### config.mk
export PLATFORM = sky130hd
export DESIGN_NAME = bit_addr_latch
export DESIGN_NICKNAME = d
export VERILOG_FILES = /design/src/rtl/bal_pkg.sv /design/src/rtl/bal_decode.sv /design/src/rtl/bal_ctrl.sv /design/src/rtl/bal_store.sv /design/src/rtl/bal_readmux.sv /design/src/rtl/bit_addr_latch.sv
export SDC_FILE = /design/constraint.sdc
export NUM_CORES = 1
export LEC_CHECK = 0
export ABC_AREA = 1
export ABC_CLOCK_PERIOD_IN_PS = 1000
export BUFFER_PORTS_ARGS = -buffer_cell sky130_fd_sc_hd__buf_4
export CAP_MARGIN = 20
export CORE_AREA = 2 2 39 41
export DETAILED_ROUTE_END_ITERATION = 6
export DIE_AREA = 0 0 41 43
export GPL_TIMING_DRIVEN = 0
export PLACE_DENSITY_LB_ADDON = 0.25
export SLEW_MARGIN = 0
export SYNTH_ARGS = -nofsm -noshare
export SYNTH_HDL_FRONTEND = slang
export SYNTH_SLANG_ARGS = --single-unit
### constraint.sdc
create_clock -name clk_i -period 1 [get_ports clk_i]
set_input_delay 0.15 -clock clk_i [delete_from_list [all_inputs] [get_ports clk_i]]
set_output_delay 0.15 -clock clk_i [all_outputs]
set_load 0.02 [all_outputs]
### src/rtl/bal_pkg.sv
package bal_pkg;
  typedef struct packed {
    logic wr;
    logic rd;
  } bal_ctrl_t;
endpackage

### src/rtl/bal_decode.sv
module bal_decode #(
  parameter int NBITS = 8,
  localparam int AW = $clog2(NBITS)
) (
  input  logic [AW-1:0]    addr_i,
  output logic [NBITS-1:0] sel_o
);
  for (genvar i = 0; i < NBITS; i++) begin : g_sel
    assign sel_o[i] = (addr_i == AW'(i));
  end
endmodule

### src/rtl/bal_ctrl.sv
module bal_ctrl
  import bal_pkg::*;
#(
  parameter bit READBACK = 1'b1
) (
  input  logic      wr_en_ni,
  input  logic      ce_i,
  input  logic      wr_rd_i,
  output bal_ctrl_t ctrl_o
);
  if (READBACK) begin : g_rb
    assign ctrl_o.wr = ~wr_en_ni & ce_i & wr_rd_i;
    assign ctrl_o.rd = ce_i & ~wr_rd_i;
  end else begin : g_wo
    logic unused_w;
    assign unused_w  = ce_i ^ wr_rd_i;
    assign ctrl_o.wr = ~wr_en_ni;
    assign ctrl_o.rd = 1'b0;
  end
endmodule

### src/rtl/bal_store.sv
module bal_store #(
  parameter int NBITS = 8
) (
  input  logic             clk_i,
  input  logic             rst_ni,
  input  logic             wr_i,
  input  logic [NBITS-1:0] sel_i,
  input  logic             data_i,
  output logic [NBITS-1:0] q_o
);
  for (genvar i = 0; i < NBITS; i++) begin : g_bit
    always_ff @(posedge clk_i or negedge rst_ni) begin
      if (!rst_ni)                q_o[i] <= 1'b0;
      else if (wr_i && sel_i[i])  q_o[i] <= data_i;
    end
  end
endmodule

### src/rtl/bal_readmux.sv
module bal_readmux #(
  parameter int NBITS = 8
) (
  input  logic             rd_i,
  input  logic [NBITS-1:0] sel_i,
  input  logic [NBITS-1:0] q_i,
  output logic             data_o,
  output logic             data_oe_o
);
  assign data_oe_o = rd_i;
  assign data_o    = rd_i & (|(q_i & sel_i));
endmodule

### src/rtl/bit_addr_latch.sv
module bit_addr_latch
  import bal_pkg::*;
#(
  parameter int NBITS    = 8,
  parameter bit READBACK = 1'b1,
  localparam int AW = $clog2(NBITS)
) (
  input  logic             clk_i,
  input  logic             rst_ni,
  input  logic [AW-1:0]    addr_i,
  input  logic             wr_en_ni,
  input  logic             ce_i,
  input  logic             wr_rd_i,
  input  logic             data_i,
  output logic             data_o,
  output logic             data_oe_o,
  output logic [NBITS-1:0] q_o
);
  logic [NBITS-1:0] sel;
  bal_ctrl_t        ctrl;

  bal_decode #(.NBITS(NBITS)) u_dec (
    .addr_i (addr_i),
    .sel_o  (sel)
  );

  bal_ctrl #(.READBACK(READBACK)) u_ctrl (
    .wr_en_ni (wr_en_ni),
    .ce_i     (ce_i),
    .wr_rd_i  (wr_rd_i),
    .ctrl_o   (ctrl)
  );

  bal_store #(.NBITS(NBITS)) u_store (
    .clk_i  (clk_i),
    .rst_ni (rst_ni),
    .wr_i   (ctrl.wr),
    .sel_i  (sel),
    .data_i (data_i),
    .q_o    (q_o)
  );

  bal_readmux #(.NBITS(NBITS)) u_rmux (
    .rd_i      (ctrl.rd),
    .sel_i     (sel),
    .q_i       (q_o),
    .data_o    (data_o),
    .data_oe_o (data_oe_o)
  );
endmodule

==> out/results.md, run 1 <==
| Parameter | This run | Unit |
| --- | --- | --- |
| Floorplan die area | 1763 | um^2 |
| Quantity of I/O buffers inserted on ports | 15 | - |
| Final max-slew violation count | 0 | - |
| Sink Count | 8 | - |
| Crit path launch type | flip-flop | - |
| Filler cell count | 130 | - |
| Antenna diode count | 0 | - |
| Hold crit path type | in2reg | - |
| Clock edge transition at the registers on the reported setup and hold paths | 0.05 | ns |
| Maximum resistive drop on vdd | 714.6 | uV |
| Critical path capture point type | primary output | - |
| Total area of multi-input combinational cells | 245.2 | um^2 |
| Synthesized area | 495.5 | um^2 |
| Pin count of the biggest net entering global routing | 11 | - |
| Count of different cell masters after synthesis | 14 | - |
| Worst clock skew | 0 | ns |
| Setup repair after global routing missed its margin | yes | - |
| Cell leakage power | 0.3805 | nW |
| Number of instances in the synthesized netlist | 60 | - |
| Crit path setup slack, layout | -0.2688 | ns |
| Worst hold slack after final layout | 0.2014 | ns |
| Final count of hold timing violations | 0 | - |
| CORE AREA | 1384 | um^2 |
| Global-route wire length before repair | 1.856 | mm |
| Violated checks | negative setup slack | - |
| Final ANT Viol Nets | 0 | - |
| Number of antenna violations at the first check in global routing | 0 | - |
| Sequential cell area in the final layout | 210.2 | um^2 |
| Clk Latency, worst-skew pair | 0.26 | ns |
| Drt wl/cell | 11.45 | um |
| Die span in x | 41 | um |
| Initial Utilization | 0.3580 | - |
| Most flop-heavy register | u_store.q_o | - |
| Placed wire-length estimate | 749 | um |
| Seq cells post-synth | 8 | - |
| Routability congestion estimate | 0.7596 | - |
| Result of the run | complete, but fails checks | - |
| Post-layout power | 1.243 | mW |
| Max FFs per register | 8 | - |
| Highest attainable clock frequency | 788.2 | MHz |
| Post-route clock period utilization | 1.269 | - |
| Power density over the cells | 1548 | nW/um^2 |
| TritonRoute pass-1 iters | 4 | - |
| Post-layout min period | 1.269 | ns |
| Number of violations of the max-capacitance limit | 0 | - |
| Root cell of the clock tree | clkbuf_4 | - |
| Total CTS buffers | 3 | - |
| Std cell rows | 14 | - |
| CTS tree | built | - |
| Vias in the first global route | 446 | - |
| Arrival time of the worst setup path | 1.12 | ns |
| Overall fraction of global-route tracks in use | 0.1575 | - |
| Net count of the mapped netlist | 69 | - |
| Pin slew with the least headroom to its limit | 0.2381 | ns |
| Register area share after synthesis | 0.4040 | - |
| Maximum count of clock buffers along a single path | 2 | - |
| Count of vias placed by the detailed router | 537 | - |
| DRC | 0 | - |
| Area growth syn-to-layout | 62.12 | % |
| Proportion of layout cells with a drive suffix above 1 | 0.5393 | - |
| Number of design-rule violations left by the first detailed-router iteration | 8 | - |
| Vias per Instance | 5.114 | - |
| Vertical extent of the die | 43 | um |
| Type of the setup path with the least slack | reg2out | - |
| Headroom to the max-slew limit | 0.8411 | - |
| Leading cell type in the layout, fill and taps excluded | buf_6 | - |
| Synth warn | 0 | - |
| Final net count | 100 | - |
| Largest registers | u_store.q_o (8) | - |
| Top library cells by usage in the layout, fill and taps aside | buf_6, nand2_1, nand4_1, buf_4 | - |
| H-tree depth | 1 | - |
| Total congestion overflow | 0 | - |
| Critical Path RT | 0.85 | ns |
| Top-Level Pins | 19 | - |
| Mapped Avg Cell Area | 8.258 | um^2 |
| WL final | 1.202 | mm |
| Setup violators final | 7 | - |
| Worst-path maximum fanout | 2 | - |
-- layout make-up --
cell class | count | area share
multi-input cells | 43 | 0.3053
repair buffers | 26 | 0.3069
clock buffers | 3 | 0.02804
plain buffers | 3 | 0.04206
flip-flops and latches | 8 | 0.2617
well taps | 16 | 0.02492
inverters | 6 | 0.03115
-- power breakdown --
| group | leakage (nW) | switching [mW] | internal, mW | total (mW) |
|---|---|---|---|---|
| sequential | 0.0929 | 0.0422 | 0.395 | 0.437 |
| combinational | 0.274 | 0.246 | 0.301 | 0.547 |
| clock | 0.0138 | 0.121 | 0.138 | 0.259 |
| total | 0.380 | 0.409 | 0.834 | 1.24 |
-- what timing repair did --
item	4_1_cts	5_1_grt
setup endpoints to repair	1	6
pin swaps	3	4
endpoints found under the hold margin	8	0
hold buffers	1	0
setup buffers	5	6
gates cloned	0	0
resized for setup	8	7
-- critical path, stage by stage, from the launching register on --
cell and delay (ns):
dfrtp_2 0.41, nand3_2 0.07, nand2_1 0.06, nor2_2 0.12, a21oi_2 0.06, buf_6 0.12
-- per-layer routing --
layer / GRT usage / wire length [um] / up-vias / share of wire
li1: - / - / 272 / -
met1: 0.2241 / 535 / 243 / 0.45
met2: 0.2000 / 536 / 17 / 0.45
met3: 0.03141 / 87 / 5 / 0.072
met4: 0.1200 / 42 / 0 / 0.035
met5: 0 / 0 / - / 0
-- synth_stat cells --
master	instances	share of area
nand3_1	3	0.030
dfrtp_1	8	0.40
buf_6	3	0.068
a21oi_1	1	0.010
nor2_1	3	0.023
inv_2	2	0.015
o21ai_1	8	0.081
inv_1	3	0.023
inv_4	1	0.013
nand3_2	1	0.020
nor2_4	1	0.023
nor2_8	1	0.040
nand2_1	13	0.098
nand4_1	12	0.15
-- metrics by stage --
stage                     cell area (um^2)  TNS [ns]  setup slack [ns]    util  cells
after detailed placement             641.9  -0.03752          -0.03752  0.4638     91
after global placement               641.9  -0.03559          -0.03559  0.4638     91
final                                803.3   -0.8369           -0.2688  0.5805    105
after floorplan                      509.2         0          0.001176       -     60
after global routing                 803.3   -0.9712           -0.3233  0.5805    105
after CTS                            740.7   -0.5789           -0.2732  0.5353    100
-- logic make-up after synthesis --
logic type             share of synthesized area
AND/OR/NAND/NOR                           0.3864
AO/OA/AOI/OAI                            0.09090
buffers and inverters                     0.1187
flip-flops                                0.4040
-- path summary, 6_finish.rpt --
kind / start / to / slack, ns / depth (start not counted)
setup reg to reg: u_store.q_o[0] / u_store.q_o[0] / 0.13 / 4
min in group asynchronous: rst_ni / u_store.q_o[0] / 0.24 / 2
hold reg to reg: u_store.q_o[7] / u_store.q_o[7] / 0.51 / 2
hold / removal: addr_i[2] / u_store.q_o[7] / 0.20 / 3
setup / recovery: u_store.q_o[4] / data_o / -0.27 / 5
max in group asynchronous: rst_ni / u_store.q_o[6] / 0.62 / 2
No activity file was read; power rests on OpenSTA's default activity.
==> run 2, diff against run 1 <==
--- a/config.mk
+++ b/config.mk
@@ -17,4 +17,5 @@
 export SLEW_MARGIN = 0
 export SYNTH_ARGS = -nofsm -noshare
 export SYNTH_HDL_FRONTEND = slang
+export SYNTH_HIERARCHICAL = 1
 export SYNTH_SLANG_ARGS = --single-unit
==> out/results.md, run 2 <==
| Parameter | This run | Unit |
| --- | --- | --- |
| Result of the run | complete, but fails checks | - |
| Violated checks | negative setup slack | - |
| Leading cell type in the layout, fill and taps excluded | nand2_1 | - |
| Post-synth EDFFs | 0 | - |
| Antenna diode count | 0 | - |
| Top cell type by total area after synthesis | dfrtp_1 | - |
| DRC | 0 | - |
| Synthesized area | 529.3 | um^2 |
| Power density over the cells | 1431 | nW/um^2 |
| Cell with the most instances after synthesis | nand2_1 | - |
| Reg-to-reg critical path startpoint | u_store/q_o[5] | - |
| Max FFs per register | 8 | - |
| Pin slew with the least headroom to its limit | 0.2640 | ns |
| Maximum resistive drop on vdd | 808.0 | uV |
| Crit path launch | u_store/q_o[6] | - |
| H-tree depth | 1 | - |
| Initial Utilization | 0.3825 | - |
| Vias per Instance | 4.680 | - |
| Most flop-heavy register | u_store/q_o | - |
| Count of different cell masters after synthesis | 14 | - |
| Die span in x | 41 | um |
| Worst clock skew | 0 | ns |
| Clk Latency, worst-skew pair | 0.25 | ns |
| Worst reg-to-reg setup slack | 0.15 | ns |
| Cell leakage power | 0.4257 | nW |
| Placed wire-length estimate | 875.6 | um |
| Highest attainable clock frequency | 806.4 | MHz |
| Mapped Avg Cell Area | 6.699 | um^2 |
| Proportion of layout cells with a drive suffix above 1 | 0.4811 | - |
| Setup violators final | 6 | - |
| Final design utilization | 0.6004 | - |
| Synth top cells by count | nand2_1, nor2_1, dfrtp_1 | - |
| Quantity of I/O buffers inserted on ports | 17 | - |
| Synth warn | 6 | - |
| R2R Path End | u_store/q_o[5] | - |
| Root cell of the clock tree | clkbuf_4 | - |
| Final max-slew violation count | 0 | - |
| Count of cells along the worst register-to-register path | 4 | - |
| Crit path launch type | flip-flop | - |
| Post-route clock period utilization | 1.240 | - |
| Cell types occupying the most area after synthesis | dfrtp_1, nand2_1, nor2_1, nand3_2, nand3_1 | - |
| Count of vias placed by the detailed router | 571 | - |
| Arrival time of the worst setup path | 1.09 | ns |
| Hold crit path type | in2reg | - |
| Internal power contribution | 0.7949 | mW |
| Capture point of the critical path | data_o | - |
| Filler cell count | 132 | - |
| Number of antenna violations at the first check in global routing | 0 | - |
| Total congestion overflow | 0 | - |
| Top-Level Pins | 19 | - |
| Overall fraction of global-route tracks in use | 0.1787 | - |
| TritonRoute pass-1 iters | 4 | - |
| Drt wl/cell | 10.57 | um |
| Headroom to the max-slew limit | 0.8234 | - |
| Number of instances in the synthesized netlist | 79 | - |
| Setup repair after global routing missed its margin | yes | - |
| Minimum setup slack after placement | -0.1826 | ns |
| Top library cells by usage in the layout, fill and taps aside | nand2_1, buf_6, buf_4, nor2_1, dfrtp_2 | - |
| Sink Count | 8 | - |
| Crit path setup slack, layout | -0.2401 | ns |
| Maximum count of clock buffers along a single path | 2 | - |
| Vias in the first global route | 530 | - |
| Share of synthesized registers carrying an async set or reset | 1.000 | - |
| WL final | 1.289 | mm |
| Pin count of the biggest net entering global routing | 11 | - |
| Register area share after synthesis | 0.3783 | - |
| Final count of hold timing violations | 0 | - |
| Seq cells post-synth | 8 | - |
| Global-route wire length before repair | 2.118 | mm |
| Critical path capture point type | primary output | - |
| Worst-path maximum fanout | 3 | - |
| Part of the power in combinational logic | 0.416 | - |
| Switching power | 0.3943 | mW |
| CORE AREA | 1384 | um^2 |
| Total CTS buffers | 3 | - |
| Clock edge transition at the registers on the reported setup and hold paths | 0.06 | ns |
| Largest registers | u_store/q_o (8) | - |
| Dominant register cell in the synthesized netlist | dfrtp_1 | - |
| Floorplan die area | 1763 | um^2 |
| Number of design-rule violations left by the first detailed-router iteration | 15 | - |
| Sw Share | 0.3315 | - |
| Area growth syn-to-layout | 56.97 | % |
| Final net count | 117 | - |
| Net count of the mapped netlist | 88 | - |
| Yosys top cell area share | 0.3783 | - |
| Post-layout min period | 1.240 | ns |
| CTS tree | built | - |
| Number of violations of the max-capacitance limit | 0 | - |
| Clock network fraction of design power | 0.211 | - |
| Std cell rows | 14 | - |
| Routability congestion estimate | 0.7774 | - |
| Final ANT Viol Nets | 0 | - |
| Type of the setup path with the least slack | reg2out | - |
| Flop pwr share | 0.373 | - |
| Critical Path RT | 0.85 | ns |
| Vertical extent of the die | 43 | um |
run 2: power by group through the flow:
stage | clock network (mW) | logic (mW) | registers, mW
2_1_floorplan | 0 | 0.118 | 0.519
3_3_place_gp | 0 | 0.346 | 0.444
3_5_place_dp | 0 | 0.351 | 0.447
4_1_cts | 0.263 | 0.438 | 0.435
5_1_grt | 0.284 | 0.536 | 0.452
6_report | 0.250 | 0.495 | 0.444
run 2: cell type report:
class                           instances  area, um^2  share of cell area
Sequential cell                         8       210.2              0.2530
Clock buffer                            3       22.52             0.02711
Timing Repair Buffer                   24       227.7              0.2741
Inverter                                5       18.77             0.02259
Buffer                                  4       43.79             0.05271
Tap cell                               16       20.02             0.02410
Multi-Input combinational cell         62       287.8              0.3464
run 2: worst max-delay path: stages (launching register included):
cell and delay, ns:
dfrtp_2 0.41, nand2_1 0.08, nand2_2 0.06, nor2_4 0.11
a21oi_2 0.06, buf_6 0.12
run 2: per-stage QoR:
stage | hold slack, ns | cells | area [um^2] | setup TNS (ns) | power [mW]
after CTS | 0.2142 | 120 | 774.5 | -0.5272 | 1.136
after global routing | 0.2282 | 122 | 830.8 | -0.7277 | 1.272
after floorplan | -0.1456 | 79 | 543.0 | 0 | 0.6371
after detailed placement | -0.02118 | 112 | 690.7 | -0.1826 | 0.7984
after global placement | -0.02191 | 112 | 690.7 | -0.1944 | 0.7899
final | 0.2185 | 122 | 830.8 | -0.4746 | 1.189
run 2: layer usage:
layer / up-vias / global-route usage / part of all wire
met4: 0 / 0.08000 / 0.012
met2: 20 / 0.2625 / 0.49
met3: 2 / 0.04712 / 0.061
li1: 293 / - / -
met5: - / 0 / 0
met1: 256 / 0.2367 / 0.43
run 2: what timing repair did:
action | in CTS | in global routing
hold endpoints to repair | 8 | 0
hold buffers | 1 | 0
buffers inserted | 4 | 2
cloned | 0 | 0
pin swaps | 3 | 3
endpoints found under the setup margin | 1 | 8
gates resized for setup | 6 | 12
run 2: how the worst min path moves through the flow:
stage | from | end | slack [ns] | cells after the start
3_5_place_dp | rst_ni | u_store/q_o[2] | -0.02 | 1
5_1_grt | data_i | u_store/q_o[2] | 0.23 | 3
6_report | addr_i[2] | u_store/q_o[2] | 0.22 | 4
3_3_place_gp | rst_ni | u_store/q_o[1] | -0.02 | 1
2_1_floorplan | rst_ni | u_store/q_o[0] | -0.15 | 0
4_1_cts | data_i | u_store/q_o[3] | 0.21 | 3
run 2: kinds of logic after synthesis:
kind of cell           Yosys count  synth area share
buffers and inverters            9            0.1182
and+or+nand+nor                 61            0.4941
DFF                              8            0.3782
AOI/OAI and AO/OA                1          0.009447
==> run 3, diff against run 2 <==
--- a/config.mk
+++ b/config.mk
@@ -6,12 +6,13 @@
 export NUM_CORES = 1
 export LEC_CHECK = 0
 export ABC_AREA = 1
-export ABC_CLOCK_PERIOD_IN_PS = 1000
+export ABC_CLOCK_PERIOD_IN_PS = 1350
 export BUFFER_PORTS_ARGS = -buffer_cell sky130_fd_sc_hd__buf_4
 export CAP_MARGIN = 20
-export CORE_AREA = 2 2 39 41
+export CELL_PAD_IN_SITES_DETAIL_PLACEMENT = 1
+export CELL_PAD_IN_SITES_GLOBAL_PLACEMENT = 1
+export CORE_UTILIZATION = 31
 export DETAILED_ROUTE_END_ITERATION = 6
-export DIE_AREA = 0 0 41 43
 export GPL_TIMING_DRIVEN = 0
 export PLACE_DENSITY_LB_ADDON = 0.25
 export SLEW_MARGIN = 0
==> constraint.sdc (replaced) <==
create_clock -name clk_i -period 1.35 [get_ports clk_i]
set_input_delay 0.2025 -clock clk_i [delete_from_list [all_inputs] [get_ports clk_i]]
set_output_delay 0.2025 -clock clk_i [all_outputs]
set_load 0.02 [all_outputs]
==> out/results.md, run 3 (synthesis results as in run 2) <==
| Parameter | This run | Unit |
| --- | --- | --- |
| Final count of hold timing violations | 0 | - |
| Maximum count of clock buffers along a single path | 2 | - |
| Headroom to the max-slew limit | 0.8728 | - |
| Cell depth of the worst hold path | 3 | - |
| Arrival time of the worst setup path | 1.10 | ns |
| Worst hold slack after final layout | 0.2760 | ns |
| Antenna diode count | 0 | - |
| Total CTS buffers | 3 | - |
| Post-layout min period | 1.305 | ns |
| Area growth syn-to-layout | 56.74 | % |
| Setup violators final | 0 | - |
| Post-route non-filler standard cell count | 122 | - |
| Max FFs per register | 8 | - |
| Pin count of the biggest net entering global routing | 11 | - |
| Maximum resistive drop on vdd | 608.9 | uV |
| Routability congestion estimate | 0.7585 | - |
| Std cell rows | 14 | - |
| Most flop-heavy register | u_store/q_o | - |
| Top library cells by usage in the layout, fill and taps aside | nand2_1, buf_4, dfrtp_1, nor2_4 | - |
| Critical Path RT | 1.15 | ns |
| DRC | 2 | - |
| Cells along the critical path | buf_4, inv_2, nand2_2, nor2_4, nand2_1, nand2_1, nor2_2, a21oi_2, buf_6 | - |
| Count of vias placed by the detailed router | 580 | - |
| Power density over the cells | 1008 | nW/um^2 |
| Final design utilization | 0.5321 | - |
| Quantity of I/O buffers inserted on ports | 17 | - |
| CORE AREA | 1559 | um^2 |
| Sum of negative setup slack | 0 | ns |
| Leading cell type in the layout, fill and taps excluded | nand2_1 | - |
| Drt wl/cell | 12.83 | um |
| WL final | 1.565 | mm |
| Hold path endpoint | u_store/q_o[5] | - |
| Number of violations of the max-capacitance limit | 0 | - |
| Clock edge transition at the registers on the reported setup and hold paths | 0.06 | ns |
| Setup repair after global routing missed its margin | yes | - |
| Final net count | 117 | - |
| R2R Path End | u_store/q_o[1] | - |
| Post-route clock period utilization | 0.9665 | - |
| TritonRoute pass-1 iters | 6 | - |
| Sink Count | 8 | - |
| Initial Utilization | 0.3395 | - |
| Number of design-rule violations left by the first detailed-router iteration | 12 | - |
| Total congestion overflow | 0 | - |
| Result of the run | complete, but fails checks | - |
| CTS tree | built | - |
| Die span in x | 43.32 | um |
| Peak per-stage delay on the critical path | 0.14 | ns |
| Floorplan die area | 1877 | um^2 |
| Vertical extent of the die | 43.32 | um |
| H-tree depth | 1 | - |
| Top-Level Pins | 19 | - |
| Hold crit path type | in2reg | - |
| Highest attainable clock frequency | 766.4 | MHz |
| Final max-slew violation count | 0 | - |
| Clk Latency, worst-skew pair | 0.24 | ns |
| Worst reg-to-reg setup slack | 0.61 | ns |
| Placed wire-length estimate | 1.042 | mm |
| Violated checks | design-rule violations | - |
| Cell leakage power | 0.4239 | nW |
| CP dominant cell by count | nand2_1 | - |
| Type of the setup path with the least slack | in2out | - |
| Number of antenna violations at the first check in global routing | 0 | - |
| Count of cells along the worst register-to-register path | 3 | - |
| Vias in the first global route | 533 | - |
| Final ANT Viol Nets | 0 | - |
| Crit path launch type | input pin | - |
| Global-route wire length before repair | 2.311 | mm |
| Overall fraction of global-route tracks in use | 0.1640 | - |
| Placed Instances | 112 | - |
| Root cell of the clock tree | clkbuf_4 | - |
| Critical path capture point type | primary output | - |
| Worst-path maximum fanout | 3 | - |
| Start point of the worst min-delay path | data_i | - |
| Slowest cell on the critical path | nor2_4 | - |
| Worst clock skew | 0 | ns |
| Filler cell count | 201 | - |
| Reg-to-reg critical path startpoint | u_store/q_o[1] | - |
| Largest registers | u_store/q_o (8) | - |
| Proportion of layout cells with a drive suffix above 1 | 0.5000 | - |
| Pin slew with the least headroom to its limit | 0.1905 | ns |
| Vias per Instance | 4.754 | - |
run 3: cell counts in the layout (fill, tap and decap cells not counted):
Identical to the previous run, type by type.
run 3: cell type report:
class / instances / area (um^2) / share of cell area
Multi-Input combinational cell: 62 / 337.8 / 0.4072
Buffer: 4 / 43.79 / 0.05279
Clock buffer: 3 / 22.52 / 0.02715
Inverter: 5 / 18.77 / 0.02262
Sequential cell: 8 / 200.2 / 0.2413
Timing Repair Buffer: 24 / 186.4 / 0.2247
Tap cell: 16 / 20.02 / 0.02413
run 3: critical path, delay by kind of cell:
family | cells | cell delay, ns
and+or+nand+nor | 5 | 0.43
AOI/OAI and AO/OA | 1 | 0.13
buffers and inverters | 3 | 0.34
run 3: what timing repair did:
action	CTS	global route
resized for setup	1	23
pin swaps	0	9
endpoints found under the hold margin	8	0
endpoints found under the setup margin	1	1
hold buffers	1	0
buffers inserted	0	6
run 3: how the worst max path moves through the flow:
stage,startpoint,end,slack [ns]
2_1_floorplan,addr_i[0],data_o,0.15
3_3_place_gp,addr_i[1],data_o,0.02
3_5_place_dp,addr_i[0],data_o,-0.004
4_1_cts,addr_i[1],data_o,0.01
5_1_grt,addr_i[1],data_o,-0.04
6_report,addr_i[1],data_o,0.05
run 3: report_power, final:
group	internal (mW)	total, mW	switching [mW]
logic	0.155	0.339	0.184
clock network	0.102	0.184	0.0824
registers	0.285	0.313	0.0289
total	0.541	0.836	0.295
run 3: metrics by stage:
stage	power, mW	setup slack [ns]	cell area, um^2
after floorplan	0.4600	0.1512	529.3
after global placement	0.5766	0.01639	676.9
after detailed placement	0.5844	-0.003845	676.9
after CTS	0.7696	0.01112	711.9
after global routing	0.8851	-0.03630	829.5
final	0.8363	0.04522	829.5
run 3: routing by layer:
| metal | up-vias | share of wire | GRT usage | routed length (um) |
|---|---|---|---|---|
| li1 | 292 | - | - | - |
| met1 | 269 | 0.46 | 0.2237 | 719 |
| met2 | 17 | 0.48 | 0.2636 | 755 |
| met3 | 2 | 0.045 | 0.03830 | 70 |
| met4 | 0 | 0.012 | 0.03750 | 19 |
| met5 | - | 0 | 0 | 0 |
